--- src/rtl/sbus_pkg.sv ---
// Package: shared types and constants for the shared-bus datapath.
// Assumes a 16-bit machine word; field positions in the IR are fixed.
package sbus_pkg;

    // ALU operation codes, 2 bits wide.
    typedef enum logic [1:0] {
        ALU_ADD  = 2'b00,
        ALU_AND  = 2'b01,
        ALU_NOT  = 2'b10,
        ALU_PASS = 2'b11
    } alu_op_e;

    // PC source select codes.
    localparam logic [1:0] PC_SRC_INC   = 2'b00;
    localparam logic [1:0] PC_SRC_ADDER = 2'b01;
    localparam logic [1:0] PC_SRC_BUS   = 2'b10;

    // Address-adder offset select codes.
    localparam logic [1:0] OFF_ZERO = 2'b00;
    localparam logic [1:0] OFF_S6   = 2'b01;
    localparam logic [1:0] OFF_S9   = 2'b10;
    localparam logic [1:0] OFF_S11  = 2'b11;

    // Bus source slots in the one-hot select vector.
    localparam int BUS_SRC_PC    = 0;
    localparam int BUS_SRC_ALU   = 1;
    localparam int BUS_SRC_MDATA = 2;
    localparam int BUS_SRC_ADDR  = 3;
    localparam int BUS_SRC_COUNT = 4;

    // Condition-code bit positions: {negative, zero, positive}.
    localparam int FLAG_N = 2;
    localparam int FLAG_Z = 1;
    localparam int FLAG_P = 0;

endpackage

--- src/rtl/sbus_bus_mux.sv ---
// Module: one-hot selected bus driver.
// Models the gated bus drivers as an AND-OR mux. It assumes the controller
// raises at most one select per cycle; an all-zero select yields zero.
module sbus_bus_mux #(
    parameter int WIDTH   = 16,
    parameter int SOURCES = 4
) (
    input  logic                           clk,
    input  logic                           rst_n,
    input  logic [SOURCES-1:0]             sel,
    input  logic [SOURCES-1:0][WIDTH-1:0]  src,
    output logic [WIDTH-1:0]               bus
);

    // Purpose: OR together every source masked by its select bit.
    always_comb begin
        bus = '0;
        for (int i = 0; i < SOURCES; i++) begin
            bus = bus | (src[i] & {WIDTH{sel[i]}});
        end
    end

    // no two drivers may share the bus in one cycle.
    assert_single_driver_R1: assert property (@(posedge clk) disable iff (!rst_n)
        $countones(sel) <= 1);

endmodule

--- src/rtl/sbus_regfile.sv ---
// Module: general register file with two read ports and one write port.
// Reads are combinational. The write takes effect at the rising edge when
// the write enable is high. Synchronous active-low reset clears all entries.
module sbus_regfile #(
    parameter int WIDTH = 16,
    parameter int DEPTH = 8,
    localparam int IDX_W = $clog2(DEPTH)
) (
    input  logic              clk,
    input  logic              rst_n,
    input  logic              we,
    input  logic [IDX_W-1:0]  waddr,
    input  logic [WIDTH-1:0]  wdata,
    input  logic [IDX_W-1:0]  raddr_a,
    input  logic [IDX_W-1:0]  raddr_b,
    output logic [WIDTH-1:0]  rdata_a,
    output logic [WIDTH-1:0]  rdata_b
);

    logic [WIDTH-1:0] regs [DEPTH];
    logic [DEPTH-1:0] wsel;

    // Purpose: per-entry write strobe from the write index.
    for (genvar g = 0; g < DEPTH; g++) begin : g_wdec
        assign wsel[g] = we && (waddr == IDX_W'(g));
    end

    // Purpose: clear on reset, otherwise update the strobed entry.
    always_ff @(posedge clk) begin
        for (int i = 0; i < DEPTH; i++) begin
            if (!rst_n) begin
                regs[i] <= '0;
            end else if (wsel[i]) begin
                regs[i] <= wdata;
            end
        end
    end

    // Purpose: combinational read ports.
    always_comb begin
        rdata_a = regs[raddr_a];
        rdata_b = regs[raddr_b];
    end

    // a written value is present in the addressed entry one edge later.
    assert_write_lands_R6: assert property (@(posedge clk) disable iff (!rst_n)
        we |=> (regs[$past(waddr)] == $past(wdata)));

endmodule

--- src/rtl/sbus_alu.sv ---
// Module: small ALU with add, and, not and pass operations.
// Purely combinational; the addition wraps modulo 2^WIDTH.
module sbus_alu
    import sbus_pkg::*;
#(
    parameter int WIDTH = 16
) (
    input  logic [1:0]        op,
    input  logic [WIDTH-1:0]  a,
    input  logic [WIDTH-1:0]  b,
    output logic [WIDTH-1:0]  y
);

    alu_op_e op_e;
    assign op_e = alu_op_e'(op);

    // Purpose: pick the result for the requested operation.
    always_comb begin
        unique case (op_e)
            ALU_ADD:  y = a + b;
            ALU_AND:  y = a & b;
            ALU_NOT:  y = ~a;
            ALU_PASS: y = a;
            default:  y = a;
        endcase
    end

endmodule

--- src/rtl/sbus_flags.sv ---
// Module: condition-code register.
// Classifies the bus value as negative, zero or positive and stores the
// one-hot result when loaded. Reset leaves the zero flag set.
module sbus_flags
    import sbus_pkg::*;
#(
    parameter int WIDTH = 16
) (
    input  logic              clk,
    input  logic              rst_n,
    input  logic              load,
    input  logic [WIDTH-1:0]  bus,
    output logic [2:0]        flags
);

    logic [2:0] flags_next;

    // Purpose: classify the bus value into a one-hot sign code.
    always_comb begin
        flags_next = '0;
        if (bus[WIDTH-1]) begin
            flags_next[FLAG_N] = 1'b1;
        end else if (bus == '0) begin
            flags_next[FLAG_Z] = 1'b1;
        end else begin
            flags_next[FLAG_P] = 1'b1;
        end
    end

    // Purpose: hold the code, update it on load, force zero flag on reset.
    always_ff @(posedge clk) begin
        if (!rst_n) begin
            flags <= 3'b010;
        end else if (load) begin
            flags <= flags_next;
        end
    end

    // exactly one condition bit is set at all times after reset.
    assert_flags_onehot_R9: assert property (@(posedge clk) disable iff (!rst_n)
        $countones(flags) == 1);

    // the condition code holds when not loaded.
    assert_flags_hold_R2: assert property (@(posedge clk) disable iff (!rst_n)
        !load |=> $stable(flags));

endmodule

--- src/rtl/sbus_datapath.sv ---
// Module: shared-bus 16-bit processor datapath (top).
// Holds PC, IR, memory address and data registers. It connects them, the
// register file, the ALU, the address adder and the condition code through
// one gated bus. All control comes from an external controller that drives
// each enable and select directly. It assumes at most one gate enable per
// cycle, and a memory outside the block that returns mem_rdata for
// mem_addr in the same cycle. Synchronous active-low reset.
module sbus_datapath
    import sbus_pkg::*;
#(
    parameter int DATA_W   = 16,
    parameter int REG_NUM  = 8,
    localparam int IDX_W   = $clog2(REG_NUM),
    localparam int IMM_W   = 5,
    localparam int OFF6_W  = 6,
    localparam int OFF9_W  = 9,
    localparam int OFF11_W = 11,
    localparam int BYTE_W  = 8
) (
    input  logic               clk,
    input  logic               rst_n,
    input  logic               drv_pc,
    input  logic               drv_alu,
    input  logic               drv_mdata,
    input  logic               drv_addr,
    input  logic               pc_load,
    input  logic [1:0]         pc_src,
    input  logic               maddr_load,
    input  logic               maddr_src,
    input  logic               mdata_load,
    input  logic               mem_en,
    input  logic               mem_we,
    input  logic               instr_load,
    input  logic               rf_write,
    input  logic [IDX_W-1:0]   wr_idx,
    input  logic [IDX_W-1:0]   rd_a_idx,
    input  logic [IDX_W-1:0]   rd_b_idx,
    input  logic [1:0]         alu_op,
    input  logic               alu_b_imm,
    input  logic               adder_base,
    input  logic [1:0]         adder_off,
    input  logic               flags_load,
    input  logic [DATA_W-1:0]  mem_rdata,
    output logic [DATA_W-1:0]  bus_o,
    output logic [DATA_W-1:0]  pc_o,
    output logic [DATA_W-1:0]  ir_o,
    output logic [DATA_W-1:0]  mem_addr,
    output logic [DATA_W-1:0]  mem_wdata,
    output logic [2:0]         flags_o
);

    logic [DATA_W-1:0] pc_q, ir_q, mar_q, mdr_q;
    logic [DATA_W-1:0] bus;
    logic [DATA_W-1:0] port_a, port_b;
    logic [DATA_W-1:0] alu_b, alu_y;
    logic [DATA_W-1:0] add_base, add_off, add_sum;
    logic [DATA_W-1:0] pc_next, mar_next, mdr_next;
    logic [BUS_SRC_COUNT-1:0]             bus_sel;
    logic [BUS_SRC_COUNT-1:0][DATA_W-1:0] bus_src;

    // Purpose: gather the gate enables and sources for the bus mux.
    always_comb begin
        bus_sel                = '0;
        bus_sel[BUS_SRC_PC]    = drv_pc;
        bus_sel[BUS_SRC_ALU]   = drv_alu;
        bus_sel[BUS_SRC_MDATA] = drv_mdata;
        bus_sel[BUS_SRC_ADDR]  = drv_addr;
        bus_src                = '0;
        bus_src[BUS_SRC_PC]    = pc_q;
        bus_src[BUS_SRC_ALU]   = alu_y;
        bus_src[BUS_SRC_MDATA] = mdr_q;
        bus_src[BUS_SRC_ADDR]  = add_sum;
    end

    sbus_bus_mux #(
        .WIDTH   (DATA_W),
        .SOURCES (BUS_SRC_COUNT)
    ) u_bus (
        .clk   (clk),
        .rst_n (rst_n),
        .sel   (bus_sel),
        .src   (bus_src),
        .bus   (bus)
    );

    sbus_regfile #(
        .WIDTH (DATA_W),
        .DEPTH (REG_NUM)
    ) u_rf (
        .clk     (clk),
        .rst_n   (rst_n),
        .we      (rf_write),
        .waddr   (wr_idx),
        .wdata   (bus),
        .raddr_a (rd_a_idx),
        .raddr_b (rd_b_idx),
        .rdata_a (port_a),
        .rdata_b (port_b)
    );

    // Purpose: ALU operand B from port B or the sign-extended IR immediate.
    always_comb begin
        if (alu_b_imm) begin
            alu_b = {{(DATA_W-IMM_W){ir_q[IMM_W-1]}}, ir_q[IMM_W-1:0]};
        end else begin
            alu_b = port_b;
        end
    end

    sbus_alu #(
        .WIDTH (DATA_W)
    ) u_alu (
        .op (alu_op),
        .a  (port_a),
        .b  (alu_b),
        .y  (alu_y)
    );

    // Purpose: address adder base and sign-extended offset selection.
    always_comb begin
        add_base = adder_base ? port_a : pc_q;
        unique case (adder_off)
            OFF_ZERO: add_off = '0;
            OFF_S6:   add_off = {{(DATA_W-OFF6_W){ir_q[OFF6_W-1]}},   ir_q[OFF6_W-1:0]};
            OFF_S9:   add_off = {{(DATA_W-OFF9_W){ir_q[OFF9_W-1]}},   ir_q[OFF9_W-1:0]};
            OFF_S11:  add_off = {{(DATA_W-OFF11_W){ir_q[OFF11_W-1]}}, ir_q[OFF11_W-1:0]};
            default:  add_off = '0;
        endcase
        add_sum = add_base + add_off;
    end

    // Purpose: PC input mux; the unused code falls back to increment.
    always_comb begin
        unique case (pc_src)
            PC_SRC_ADDER: pc_next = add_sum;
            PC_SRC_BUS:   pc_next = bus;
            default:      pc_next = pc_q + 1'b1;
        endcase
    end

    // Purpose: memory address register input mux.
    always_comb begin
        if (maddr_src) begin
            mar_next = {{(DATA_W-BYTE_W){1'b0}}, ir_q[BYTE_W-1:0]};
        end else begin
            mar_next = add_sum;
        end
    end

    // Purpose: memory data register input, memory word on a read else bus.
    always_comb begin
        if (mem_en && !mem_we) begin
            mdr_next = mem_rdata;
        end else begin
            mdr_next = bus;
        end
    end

    // Purpose: program counter register.
    always_ff @(posedge clk) begin
        if (!rst_n) begin
            pc_q <= '0;
        end else if (pc_load) begin
            pc_q <= pc_next;
        end
    end

    // Purpose: instruction register, loaded from the bus.
    always_ff @(posedge clk) begin
        if (!rst_n) begin
            ir_q <= '0;
        end else if (instr_load) begin
            ir_q <= bus;
        end
    end

    // Purpose: memory address register.
    always_ff @(posedge clk) begin
        if (!rst_n) begin
            mar_q <= '0;
        end else if (maddr_load) begin
            mar_q <= mar_next;
        end
    end

    // Purpose: memory data register.
    always_ff @(posedge clk) begin
        if (!rst_n) begin
            mdr_q <= '0;
        end else if (mdata_load) begin
            mdr_q <= mdr_next;
        end
    end

    sbus_flags #(
        .WIDTH (DATA_W)
    ) u_flags (
        .clk   (clk),
        .rst_n (rst_n),
        .load  (flags_load),
        .bus   (bus),
        .flags (flags_o)
    );

    // Purpose: drive the observation and memory-port outputs.
    always_comb begin
        bus_o     = bus;
        pc_o      = pc_q;
        ir_o      = ir_q;
        mem_addr  = mar_q;
        mem_wdata = mdr_q;
    end

    // the PC holds when its load is low.
    assert_pc_hold_R2: assert property (@(posedge clk) disable iff (!rst_n)
        !pc_load |=> $stable(pc_q));

    // the increment path advances the PC by exactly one.
    assert_pc_step_R3: assert property (@(posedge clk) disable iff (!rst_n)
        (pc_load && pc_src == PC_SRC_INC) |=> (pc_q == $past(pc_q) + 1'b1));

    // a memory read captures the word presented on the read port.
    assert_mdata_read_R8: assert property (@(posedge clk) disable iff (!rst_n)
        (mdata_load && mem_en && !mem_we) |=> (mdr_q == $past(mem_rdata)));

    // the byte path loads IR[7:0] with zeros above it.
    assert_maddr_byte_R5: assert property (@(posedge clk) disable iff (!rst_n)
        (maddr_load && maddr_src) |=>
            (mar_q == {{(DATA_W-BYTE_W){1'b0}}, $past(ir_q[BYTE_W-1:0])}));

endmodule

--- config.mk ---
export PLATFORM = sky130hd
export DESIGN_NAME = sbus_datapath
export DESIGN_NICKNAME = d
export VERILOG_FILES = /design/src/rtl/sbus_pkg.sv /design/src/rtl/sbus_bus_mux.sv /design/src/rtl/sbus_regfile.sv /design/src/rtl/sbus_alu.sv /design/src/rtl/sbus_flags.sv /design/src/rtl/sbus_datapath.sv
export SDC_FILE = /design/constraint.sdc
export NUM_CORES = 1
export LEC_CHECK = 0
export ABC_AREA = 1
export BUFFER_PORTS_ARGS = -buffer_cell sky130_fd_sc_hd__buf_2
export CORE_MARGIN = 2
export CORE_UTILIZATION = 50
export CTS_CLUSTER_DIAMETER = 40
export DETAILED_ROUTE_END_ITERATION = 16
export PLACE_DENSITY = 0.71
export SLEW_MARGIN = 20
export SYNTH_ARGS = -nofsm -noshare
export SYNTH_HDL_FRONTEND = slang
export SYNTH_SLANG_ARGS = --single-unit
export TNS_END_PERCENT = 50
--- constraint.sdc ---
create_clock -name clk -period 6.32 [get_ports clk]
set_input_delay 0.632 -clock clk [delete_from_list [all_inputs] [get_ports clk]]
set_output_delay 0.632 -clock clk [all_outputs]
set_load 0.1 [all_outputs]
Yosys cells after proc, flatten, opt, wreduce, memory -nomap -nowiden
Memories as Yosys holds them, arrays and structs flattened.
Cells that the tools add are included.
{ "word_totals": {"ram_bits": 128, "word_cells": 99, "n_memories": 1, "ff_bits": 67} }
{ "memory_table": {"columns": ["memory", "words", "width", "rd", "rd_clocked_by_memory_dff", "wr", "line", "text"], "rows": [
  ["u_rf.regs", 8, 16, 2, 0, 8, "sbus_regfile.sv:20", "logic [WIDTH-1:0] regs [DEPTH];"]
]} }
{ "op_classes": {"n_mux": 44, "n_eq_ne": 15, "n_reduce_logical": 14, "add_sub_neg": 3, "bitwise": 17} }
{ "op_table": {"columns": ["op", "count"], "rows": [
  ["$mux W16", 12],
  ["$pmux W16 S4", 2],
  ["$and A16 B16 Y16", 5],
  ["$or A16 B16 Y16", 3],
  ["$add A16 B16 Y16", 2],
  ["$pmux W16 S2", 1],
  ["$mux W1", 28],
  ["$add A16 B1 Y16 const B", 1],
  ["$logic_not A16 Y1", 1],
  ["$not A16 Y16", 1],
  ["$eq A3 B3 Y1 const B", 4],
  ["$eq A2 B2 Y1 const B", 5],
  ["$logic_and A1 B1 Y1", 9],
  ["$or A1 B1 Y1", 8],
  ["$eq A2 B1 Y1 const B", 3],
  ["$eq A3 B2 Y1 const B", 2],
  ["$logic_not A2 Y1", 2],
  ["$eq A3 B1 Y1 const B", 1],
  ["$logic_not A3 Y1", 1],
  ["$mux W2", 1],
  ["$logic_not A1 Y1", 1]
]} }

Depth between registers and ports, before layout
Gate-level depths: netlist (run 1).
An unclocked memory read counts as a cell.
{ "logic_depth": {"word_depth": 11, "ltp_mapped": 28} }

Modules after synthesis
From an unflattened synthesis (run 1), not the netlist that was laid out.
{ "hier_totals": {"cells_unflattened": 2200, "hier_area_um2": 14337.5} }
{ "by_module_without_submodules": {"columns": ["mod", "area_each_um2", "instances", "seq_area_each_um2", "cells_each"], "rows": [
  ["sbus_regfile", 7706.1, 1, 3843.7, 1040],
  ["sbus_datapath", 4506.8, 1, 1281.2, 723],
  ["sbus_alu", 1301.2, 1, 0.0, 256],
  ["sbus_bus_mux", 651.9, 1, 0.0, 152],
  ["sbus_flags", 171.4, 1, 60.1, 29]
]} }

Worst setup path after synthesis (run 1)
No wires, ideal clock.
{ "synth_path": {"kind": "in2out", "startpoint": "input rd_b_idx[0]", "endpoint": "output bus_o[8]", "arrival_time_ns": 3.652, "t_required_ns": 5.688, "setup_slack_ns": 2.036, "stages": 17, "cell_sequence": "clkbuf_1 -> clkbuf_1 -> nor2_1 -> o21ai_0 -> o221ai_1 -> o21ai_0 -> ha_1 -> inv_1 -> fa_1 -> inv_1 -> nand3_1 -> nand3_1 -> a21oi_1 -> xor2_1 -> nand2_1 -> nand3_1 -> nand2_1"} }
{ "synth_between": {"elab_chain_len": 8, "word_cells_on_any_way": 9} }
{ "synth_lines": {"columns": ["element", "line", "text"], "rows": [
  ["start: declaration", "sbus_datapath.sv:37", "input logic [IDX_W-1:0] rd_b_idx,"],
  ["$mem_v2 Z8 W16 *", null, null],
  ["$mux W16 *", "sbus_datapath.sv:103", "if (alu_b_imm) begin"],
  ["$add A16 B16 Y16 or $and A16 B16 Y16 (tied branches)", "sbus_alu.sv:20, sbus_alu.sv:21", null],
  ["$pmux W16 S4 *", "sbus_alu.sv:19", "unique case (op_e)"],
  ["$and A16 B16 Y16 *", "sbus_bus_mux.sv:19", "bus = bus | (src[i] & {WIDTH{sel[i]}});"],
  ["$or A16 B16 Y16 * (3 in series)", "sbus_bus_mux.sv:19", null],
  ["end: declaration", "sbus_datapath.sv:44", "output logic [DATA_W-1:0] bus_o,"]
]} }
Mark *: on every way between the ends. The rest lies on a longest branch, timed or not.

Worst setup path in the final report (run 1)
{ "layout_path": {"startpoint": "input rd_b_idx[0]", "endpoint": "output bus_o[14]"} }
Same word-level chain as after synthesis.

==> results of run 1 <==
## layout by cell type, fill, tap and decap left out, types with 6 or more instances in the layout
| master | count |
|---|---|
| o21bai_1 | 7 |
| o21ai_0 | 169 |
| ha_1 | 34 |
| inv_2 | 20 |
| o221ai_1 | 6 |
| clkbuf_16 | 17 |
| xor2_1 | 13 |
| nand2_1 | 480 |
| nand4_1 | 7 |
| buf_2 | 129 |
| nand2_2 | 9 |
| o211ai_1 | 70 |
| nand3_1 | 170 |
| a21oi_1 | 147 |
| nor2_1 | 200 |
| buf_4 | 19 |
| o21ai_1 | 18 |
| inv_1 | 271 |
| o211ai_2 | 6 |
| dfxtp_1 | 67 |
| edfxtp_1 | 128 |
## Yosys cell counts (all sizes together)
cell type | n | area, sq um
nor2 | 207 | 805
o21ai | 188 | 945
a31oi | 5 | 31.3
a21o | 2 | 15.0
o21a | 1 | 7.51
xnor2 | 2 | 17.5
o22ai | 1 | 6.26
nand3b | 3 | 22.5
buf | 34 | 254
clkbuf | 67 | 251
ha | 34 | 425
o21bai | 7 | 52.6
clkinv | 1 | 3.75
inv | 291 | 1090
xor2 | 13 | 114
o311ai | 1 | 8.76
nand4 | 7 | 43.8
a21oi | 148 | 744
fa | 2 | 40.0
nand3 | 172 | 871
o211ai | 76 | 601
a22o | 1 | 8.76
dfxtp | 67 | 1340
edfxtp | 128 | 3840
nand2 | 490 | 1870
and2 | 3 | 18.8
o221ai | 6 | 52.6
nor3 | 5 | 35.0
## kinds of logic after synthesis
group                      share of synthesized area [%]
AOI/OAI and AO/OA                                   18.3
xor gates and xnor gates                           0.972
adders and majority gates                           3.44
buffers and inverters                               11.8
DFF                                                 38.3
and+or+nand+nor                                     27.1
## sequential cells by signal (all words and copies together) (netlist names)
name,cells
mem_addr,16
mem_wdata,16
pc_o,16
u_flags.flags,3
ir_o,16
u_rf.regs,128
## worst register-to-register path, cell delays in order (launching register included)
cell      delay [ns]
edfxtp_1        0.39
o21ai_1         0.07
o211ai_1        0.38
nand2_2         0.22
o21ai_0         0.34
ha_1            0.30
nand3_1         0.08
nand2_1         0.14
nand2_1         0.13
nand2_1         0.11
a21oi_1         0.22
nand3_1         0.13
nand2_1         0.15
nor2_2          0.07
nor2_4          0.19
buf_4           0.30
nand2_1         0.08
nor2_1          0.21
nand3_2         0.13
nand2_1         0.08
a21oi_1         0.06
## worst paths after layout
| path | from | endpoint | slack, ns | cells after the start |
|---|---|---|---|---|
| worst max-delay path | rd_b_idx[0] | bus_o[14] | 1.02 | 19 |
| worst min-delay path | flags_load | u_flags.flags[2] | 0.43 | 3 |
| worst max register to register | u_rf.regs[0][1] | u_flags.flags[0] | 2.41 | 20 |
| worst min register to register | mem_addr[11] | mem_addr[11] | 0.47 | 2 |
## layer usage
metal / GRT usage, % / share of wire [%] / vias up
met2: 51.1 / 42 / 802
met3: 7.45 / 11 / 116
met1: 51.8 / 43 / 6484
li1: - / - / 6571
met4: 13.1 / 3.9 / 2
met5: 0 / 0.026 / -
## where the power goes
group          switching [mW]  internal [mW]
clock                   0.583          0.532
sequential             0.0649           1.44
combinational            1.27          0.325
## final cells by class
class | instances | area, sq um | share of cell area (%)
Clock buffer | 18 | 429 | 2.90
Clock inverter | 14 | 151 | 1.02
Inverter | 292 | 1100 | 7.40
Multi-Input combinational cell | 1374 | 6730 | 45.5
Sequential cell | 195 | 5180 | 35.0
Tap cell | 341 | 427 | 2.88
Timing Repair Buffer | 148 | 788 | 5.32
==> impl_metrics.tcl, run 1 <==
set metrics [dict create \
    crit_chain "buf_2 -> inv_1 -> buf_4 -> nor2_1 -> o21ai_0 -> o211ai_1 -> nand2_1 -> ha_1 -> nand2_1 -> nor2_1 -> and2_1 -> nand2_1 -> nand3_1 -> nand3_1 -> nand3_1 -> nand2_1 -> nor2_4 -> inv_2 -> buf_2" \
    path_clk_slew_ns 0.08 \
    hold_slack_ns 0.434 \
    fillers 2636 \
    io_pins 131 \
    grt_pass1_wl_microns 75200 \
    utilization_pct 55.4 \
    dr_total_vias 14000 \
    start_kind "input pin" \
    seq_area_frac_synth_pct 38.3 \
    hold_viol 0 \
    power.total_mw 4.22 \
    die_h_microns 168 \
    hold_path.class "input pin to register" \
    cts_setup_buffers 0 \
    crit_required_ns 5.69 \
    period_needed_ns 5.30 \
    slowest_delay_ns 0.47 \
    gr-total-overflow 0 \
    io_buffer_count 130 \
    ctsResizeCount 0 \
    ys_types 42 \
    ys.warnings.count 0 \
    ir_drop_v 0.000217 \
    synthCells 1962 \
    insertion_delay_ns 0.46 \
    grt_max_degree 54 \
    place_hpwl_microns 37300 \
    final_antenna_net_count 0 \
    gp_congestion 1.00 \
    cts_sinks 195 \
    core_sq_um 26700 \
    critPathArrivalTime_ns 4.67 \
    max_freq_ghz 0.189 \
    post_dp_cell_area_sq_um 14200 \
    htreeDepth 4 \
    crit_top_cell "nand2_1" \
    critPathKind "input pin to output port" \
    fin_tns_setup_ns 0 \
    status "finished, final reports clean" \
    hold_buffers 0 \
    synth.avg_cell_area_sq_um 6.89 \
    fin_ws_ns 1.02 \
    initial_core_util_pct 50.6 \
    cts_inserted_buffers 17 \
    dp_slack_ns 1.09 \
    drc 0 \
    setup_viol 0 \
    grt_setup_unrepaired "false" \
    crit_family "buffers and inverters" \
    final_max_slew_viol_count 0 \
    skew_ns 0.0181 \
    cp_slowest_cell "buf_2" \
    grt_usage_pct 35.3 \
    area_delta_synth_final_pct 9.54 \
    synth_seq_cells 195 \
    dp_cells 2350 \
    antenna_found_initial 1 \
    path_buf_inv 5 \
    worstPathMaxFanout 38 \
    leakagePower_nw 7.15 \
    die_x_microns 168 \
    drv_cap 0 \
    synth_area_sq_um 13500 \
    detail_route.wl_per_cell_microns 21.1 \
    drive_above_1_share_pct 11.2 \
    layout.cells.non_filler 2382 \
    drt-initial-drc-count 1879 \
    fin_crit_sh_pct 83.8 \
    dr.pass1.iters 6 \
    slew_headroom_pct 29.6 \
    fin_area_sq_um 14800 \
    wl_microns 50300 \
    end_kind "output port" \
    clockBufferDepth 2 \
    std_cell_rows 60 \
    cts_tree "yes" \
    worst_pin_slew_ns 1.05 \
    routed_via_density 5.87 \
    dieArea_sq_um 28400 \
    insertedDiodeCount 0 \
    cts-root-buf "clkbuf_16" \
    syn_nets 2046 \
    nets 2112 \
    grt_pass1_vias 12500 \
    power-per-cell-area_nw_per_um2 285 \
]
No activity file was read; power rests on OpenSTA's default activity.
==> inputs of run 2 (changes only) <==
- PLACE_DENSITY: 0.71 -> 0.74
- clock period: 6.32 -> 4.4 ns (I/O delays scaled with it)
==> run 2 against run 1 <==
  * Non-clock buffer count increased by 35
  * Die area unchanged
  * Global-route usage increased by 2.1 points
  * First-iteration DRC count decreased by 2.6%
  * Routed wire length increased by 4.7%
==> impl_metrics.tcl, run 2 (synthesis results as in run 1) <==
set metrics [dict create \
    area_delta_synth_final_pct 14.4 \
    grt_setup_unrepaired "true" \
    grt_pass1_vias 13000 \
    insertedDiodeCount 0 \
    leakagePower_nw 7.46 \
    insertion_delay_ns 0.46 \
    hold_path.class "input pin to register" \
    largest_reg_flops 128 \
    gr-total-overflow 0 \
    std_cell_rows 60 \
    initial_core_util_pct 50.6 \
    grt_max_degree 103 \
    end_kind "output port" \
    dieArea_sq_um 28400 \
    final_antenna_net_count 0 \
    detail_route.wl_per_cell_microns 21.8 \
    antenna_found_initial 0 \
    drt-initial-drc-count 1830 \
    reg2reg_to "u_flags.flags[0]" \
    nets 2147 \
    period_needed_ns 4.23 \
    fin_crit_sh_pct 96.1 \
    drv_cap 0 \
    crit_required_ns 3.96 \
    max_freq_ghz 0.236 \
    slowest_delay_ns 0.43 \
    dr.pass1.iters 6 \
    crit_chain "buf_2 -> buf_16 -> a21oi_1 -> o21ai_0 -> o21ai_0 -> o211ai_1 -> nand2_1 -> ha_1 -> nand2_1 -> nor2_1 -> nand3_1 -> nand3_1 -> nand2_1 -> nand3_1 -> nand3_1 -> nand3_1 -> buf_4 -> buf_12" \
    regMostFlops "u_rf.regs" \
    grt_usage_pct 37.4 \
    skew_ns 0.0198 \
    drc 0 \
    ir_drop_v 0.000307 \
    path_clk_slew_ns 0.08 \
    top_layer "met4" \
    core_sq_um 26700 \
    wl_microns 52700 \
    htreeDepth 4 \
    setup_viol 0 \
    wl_met2_microns 22400 \
    crit_family "simple AND/OR/NAND/NOR gates" \
    final_cell_mix "nand2_1 (478), inv_1 (271), nor2_1 (200)" \
    critPathKind "input pin to output port" \
    power.total_mw 6.47 \
    dr_total_vias 14300 \
    die_x_microns 168 \
    cts-root-buf "clkbuf_16" \
    worstPathMaxFanout 102 \
    io_buffer_count 130 \
    cp_slowest_cell "o211ai_1" \
    hold_viol 0 \
    critPathArrivalTime_ns 3.79 \
    place_hpwl_microns 39000 \
    dp_cells 2385 \
    fin_area_sq_um 15500 \
    whs_endpoint "u_flags.flags[2]" \
    ff2ff_path_depth 23 \
    grt_pass1_wl_microns 79600 \
    whs_path_depth 3 \
    path_buf_inv 4 \
    final_max_slew_viol_count 0 \
    met3WireLength_microns 5760 \
    io_pins 131 \
    worst_pin_slew_ns 1.08 \
    cts_tree "yes" \
    post_dp_cell_area_sq_um 14800 \
    hp-start "flags_load" \
    utilization_pct 57.9 \
    die_h_microns 168 \
    clockBufferDepth 2 \
    cts_inserted_buffers 17 \
    routed_via_density 5.90 \
    rrSetupSlack_ns 0.52 \
    timing.rr.start "u_rf.regs[5][3]" \
    start_kind "input pin" \
    cts_setup_buffers 0 \
    hold_slack_ns 0.234 \
    power-per-cell-area_nw_per_um2 418 \
    crit_top_cell "nand3_1" \
    layout_commonest_cell "nand2_1" \
    gp_congestion 1.06 \
    cts_sinks 195 \
    layout.cells.non_filler 2417 \
    status "finished, final reports clean" \
    slew_headroom_pct 27.8 \
    drive_above_1_share_pct 12.8 \
    wl_met1_microns 22700 \
]
[run 2: worst register-to-register path, delay by kind of cell (launching register included)]
| kind | cells | cell delay (ns) |
|---|---|---|
| AOI/OAI and AO/OA | 7 | 1.06 |
| DFF | 1 | 0.39 |
| and+or+nand+nor | 13 | 1.72 |
| adders and majority gates | 1 | 0.38 |
| buffers and inverters | 2 | 0.19 |
[run 2: worst max-delay path by stage]
stage / cells after the start / end / startpoint
6_report: 18 / bus_o[9] / rd_b_idx[0]
4_1_cts: 18 / bus_o[9] / rd_b_idx[0]
3_5_place_dp: 24 / u_flags.flags[0] / rd_b_idx[0]
2_1_floorplan: 23 / u_flags.flags[0] / rd_b_idx[0]
5_1_grt: 18 / bus_o[9] / rd_b_idx[0]
3_3_place_gp: 24 / u_flags.flags[0] / rd_b_idx[0]
[run 2: cell type report]
type | count | area [sq um]
Multi-Input combinational cell | 1374 | 6740
Timing Repair Buffer | 183 | 1370
Tap cell | 341 | 427
Clock buffer | 17 | 425
Clock inverter | 15 | 228
Fill cell | 2566 | 11300
Sequential cell | 195 | 5180
Inverter | 292 | 1100
[run 2: repair_timing]
action,CTS,global route
hold buffers,0,0
resized for setup,0,4
endpoints found under the setup margin,0,4
[run 2: power by group]
group	total, mW	leakage [nW]	switching [mW]	internal (mW)
combinational	2.52	5.26	1.88	0.639
sequential	2.16	1.89	0.0983	2.07
clock	1.78	0.317	0.850	0.935
[run 2: metrics by stage]
step	setup TNS [ns]	setup slack [ns]
5_1_grt	-0.0151	-0.0151
6_report	0	0.170
3_3_place_gp	0	0.123
2_1_floorplan	0	0.385
3_5_place_dp	0	0.187
4_1_cts	0	0.271
[run 2: routing by layer]
metal / vias to the layer above / global-route usage [%]
met2: 911 / 54.3
met3: 99 / 6.35
li1: 6643 / -
met5: - / 0
met4: 0 / 14.1
met1: 6605 / 55.6
==> inputs of run 3 (changes only) <==
- MAX_ROUTING_LAYER: unset -> met4
- PLACE_DENSITY: 0.74 -> 0.71
- clock period: 4.4 -> 4.8 ns (I/O delays scaled with it)
==> run 3 against run 2 <==
  * Global-route usage rose by 1.1 points
  * Combinational power fell by 9.5%
  * Via count shrank 0.11%
  * Utilization down 0.59 points
  * Critical path depth increased by 1
  * Critical endpoint unchanged
  * Largest power group unchanged
==> impl_metrics.tcl, run 3 (synthesis results as in run 1) <==
set metrics [dict create \
    initial_core_util_pct 50.6 \
    area_delta_synth_final_pct 13.2 \
    clockPowerShare_pct 27.4 \
    place_hpwl_microns 39200 \
    std_cell_rows 60 \
    p_comb_share_pct 38.8 \
    grt_max_degree 80 \
    grt_setup_unrepaired "false" \
    die_h_microns 168 \
    layout.cells.non_filler 2402 \
    skew_ns 0.0256 \
    cts_inserted_buffers 17 \
    drv_cap 0 \
    internal_power_mw 3.20 \
    crit_required_ns 4.32 \
    antenna_found_initial 0 \
    slew_headroom_pct 27.0 \
    hold_slack_ns 0.277 \
    period_needed_ns 4.40 \
    hp-start "flags_load" \
    dp_cells 2370 \
    layout_commonest_cell "nand2_1" \
    final_antenna_net_count 0 \
    final_max_slew_viol_count 0 \
    insertion_delay_ns 0.47 \
    ctsResizeCount 0 \
    fin_crit_sh_pct 91.7 \
    regMostFlops "u_rf.regs" \
    clockBufferDepth 2 \
    grt_pass1_wl_microns 79100 \
    hold_buffers 0 \
    cts_sinks 195 \
    start_kind "input pin" \
    setup_viol 0 \
    die_x_microns 168 \
    routed_via_density 5.93 \
    nets 2132 \
    max_freq_ghz 0.227 \
    critPathKind "input pin to output port" \
    largest_reg_flops 128 \
    final_cell_mix "nand2_1 (480), inv_1 (271), nor2_1 (200)" \
    hold_viol 0 \
    insertedDiodeCount 0 \
    cts_tree "yes" \
    drc 0 \
    hold_path.class "input pin to register" \
    gr-total-overflow 0 \
    detail_route.wl_per_cell_microns 22.1 \
    wl_microns 53100 \
    dr.pass1.iters 6 \
    cp-startpoint "rd_a_idx[1]" \
    cts_setup_buffers 0 \
    power-per-cell-area_nw_per_um2 384 \
    timing.rr.start "u_rf.regs[1][5]" \
    p_sw_share_pct 45.6 \
    dieArea_sq_um 28400 \
    path_clk_slew_ns 0.10 \
    dp_slack_ns 0.466 \
    io_pins 131 \
    pwr-share-seq_pct 33.8 \
    leakagePower_nw 7.37 \
    fin_tns_setup_ns 0 \
    io_buffer_count 130 \
    cts-root-buf "clkbuf_16" \
    end_kind "output port" \
    core_sq_um 26700 \
    htreeDepth 4 \
    grt_usage_pct 38.5 \
    grt_pass1_vias 12700 \
    status "finished, final reports clean" \
    drive_above_1_share_pct 12.1 \
    gp_congestion 1.01 \
    p_sw_mw 2.68 \
    dr_total_vias 14200 \
    critPathArrivalTime_ns 3.92 \
    ir_drop_v 0.000246 \
    drt-initial-drc-count 2124 \
    worstPathMaxFanout 18 \
    fin_ws_ns 0.400 \
    worst_pin_slew_ns 1.09 \
    fillers 2617 \
]
run 3: changes by cell type in the layout (fill, tap and decap cells not counted), sizes merged:
cell	delta
buf	-15
inv	+2
bufinv	-3
clkinv	+1
run 3: layer usage:
layer	track usage (%)	wire, microns
met4	12.1	1770
met1	56.3	22700
met5	-	0
met2	53.7	22000
met3	7.22	6600
run 3: metrics by stage:
step,instance area [sq um],power (mW),util [%]
after global routing,15300,6.06,57.3
after CTS,15300,5.81,57.3
final,15300,5.87,57.3
after floorplan,13500,3.50,-
after global placement,14700,4.24,54.8
after detailed placement,14700,4.24,54.8
run 3: critical path: stages:
cell and delay, ns:
buf_2 0.13, inv_2 0.36, nor2_1 0.09, o21ai_0 0.09, nand3_1 0.18, nand2_1 0.29
o21ai_0 0.19, ha_1 0.47, nand2_1 0.13, nor2_1 0.20, nand2_1 0.10, nand2_1 0.14
nand3_1 0.11, nand2_1 0.07, nand2_1 0.14, nand3_1 0.13, nand3_1 0.19, buf_4 0.24
buf_12 0.17
run 3: path summary, 6_finish.rpt:
| path | end | slack (ns) | cells past startpoint |
|---|---|---|---|
| worst max register to register | u_flags.flags[0] | 0.96 | 23 |
| worst min-delay path | u_flags.flags[2] | 0.28 | 3 |
| worst min register to register | mem_addr[6] | 0.47 | 2 |
| worst max-delay path | bus_o[9] | 0.40 | 19 |
run 3: power groups by stage:
stage	logic (mW)	registers (mW)	clock network, mW
6_report	2.28	1.98	1.61
5_1_grt	2.41	1.99	1.66
4_1_cts	2.23	1.98	1.60
3_5_place_dp	2.22	2.02	0
3_3_place_gp	2.22	2.01	0
2_1_floorplan	1.16	2.35	0
run 3: cell type report:
type	count	area [sq um]	area share, %
Inverter	292	1100	7.16
Tap cell	341	427	2.79
Clock inverter	15	223	1.46
Clock buffer	17	425	2.78
Timing Repair Buffer	168	1220	7.95
Sequential cell	195	5180	33.9
Multi-Input combinational cell	1374	6730	44.0
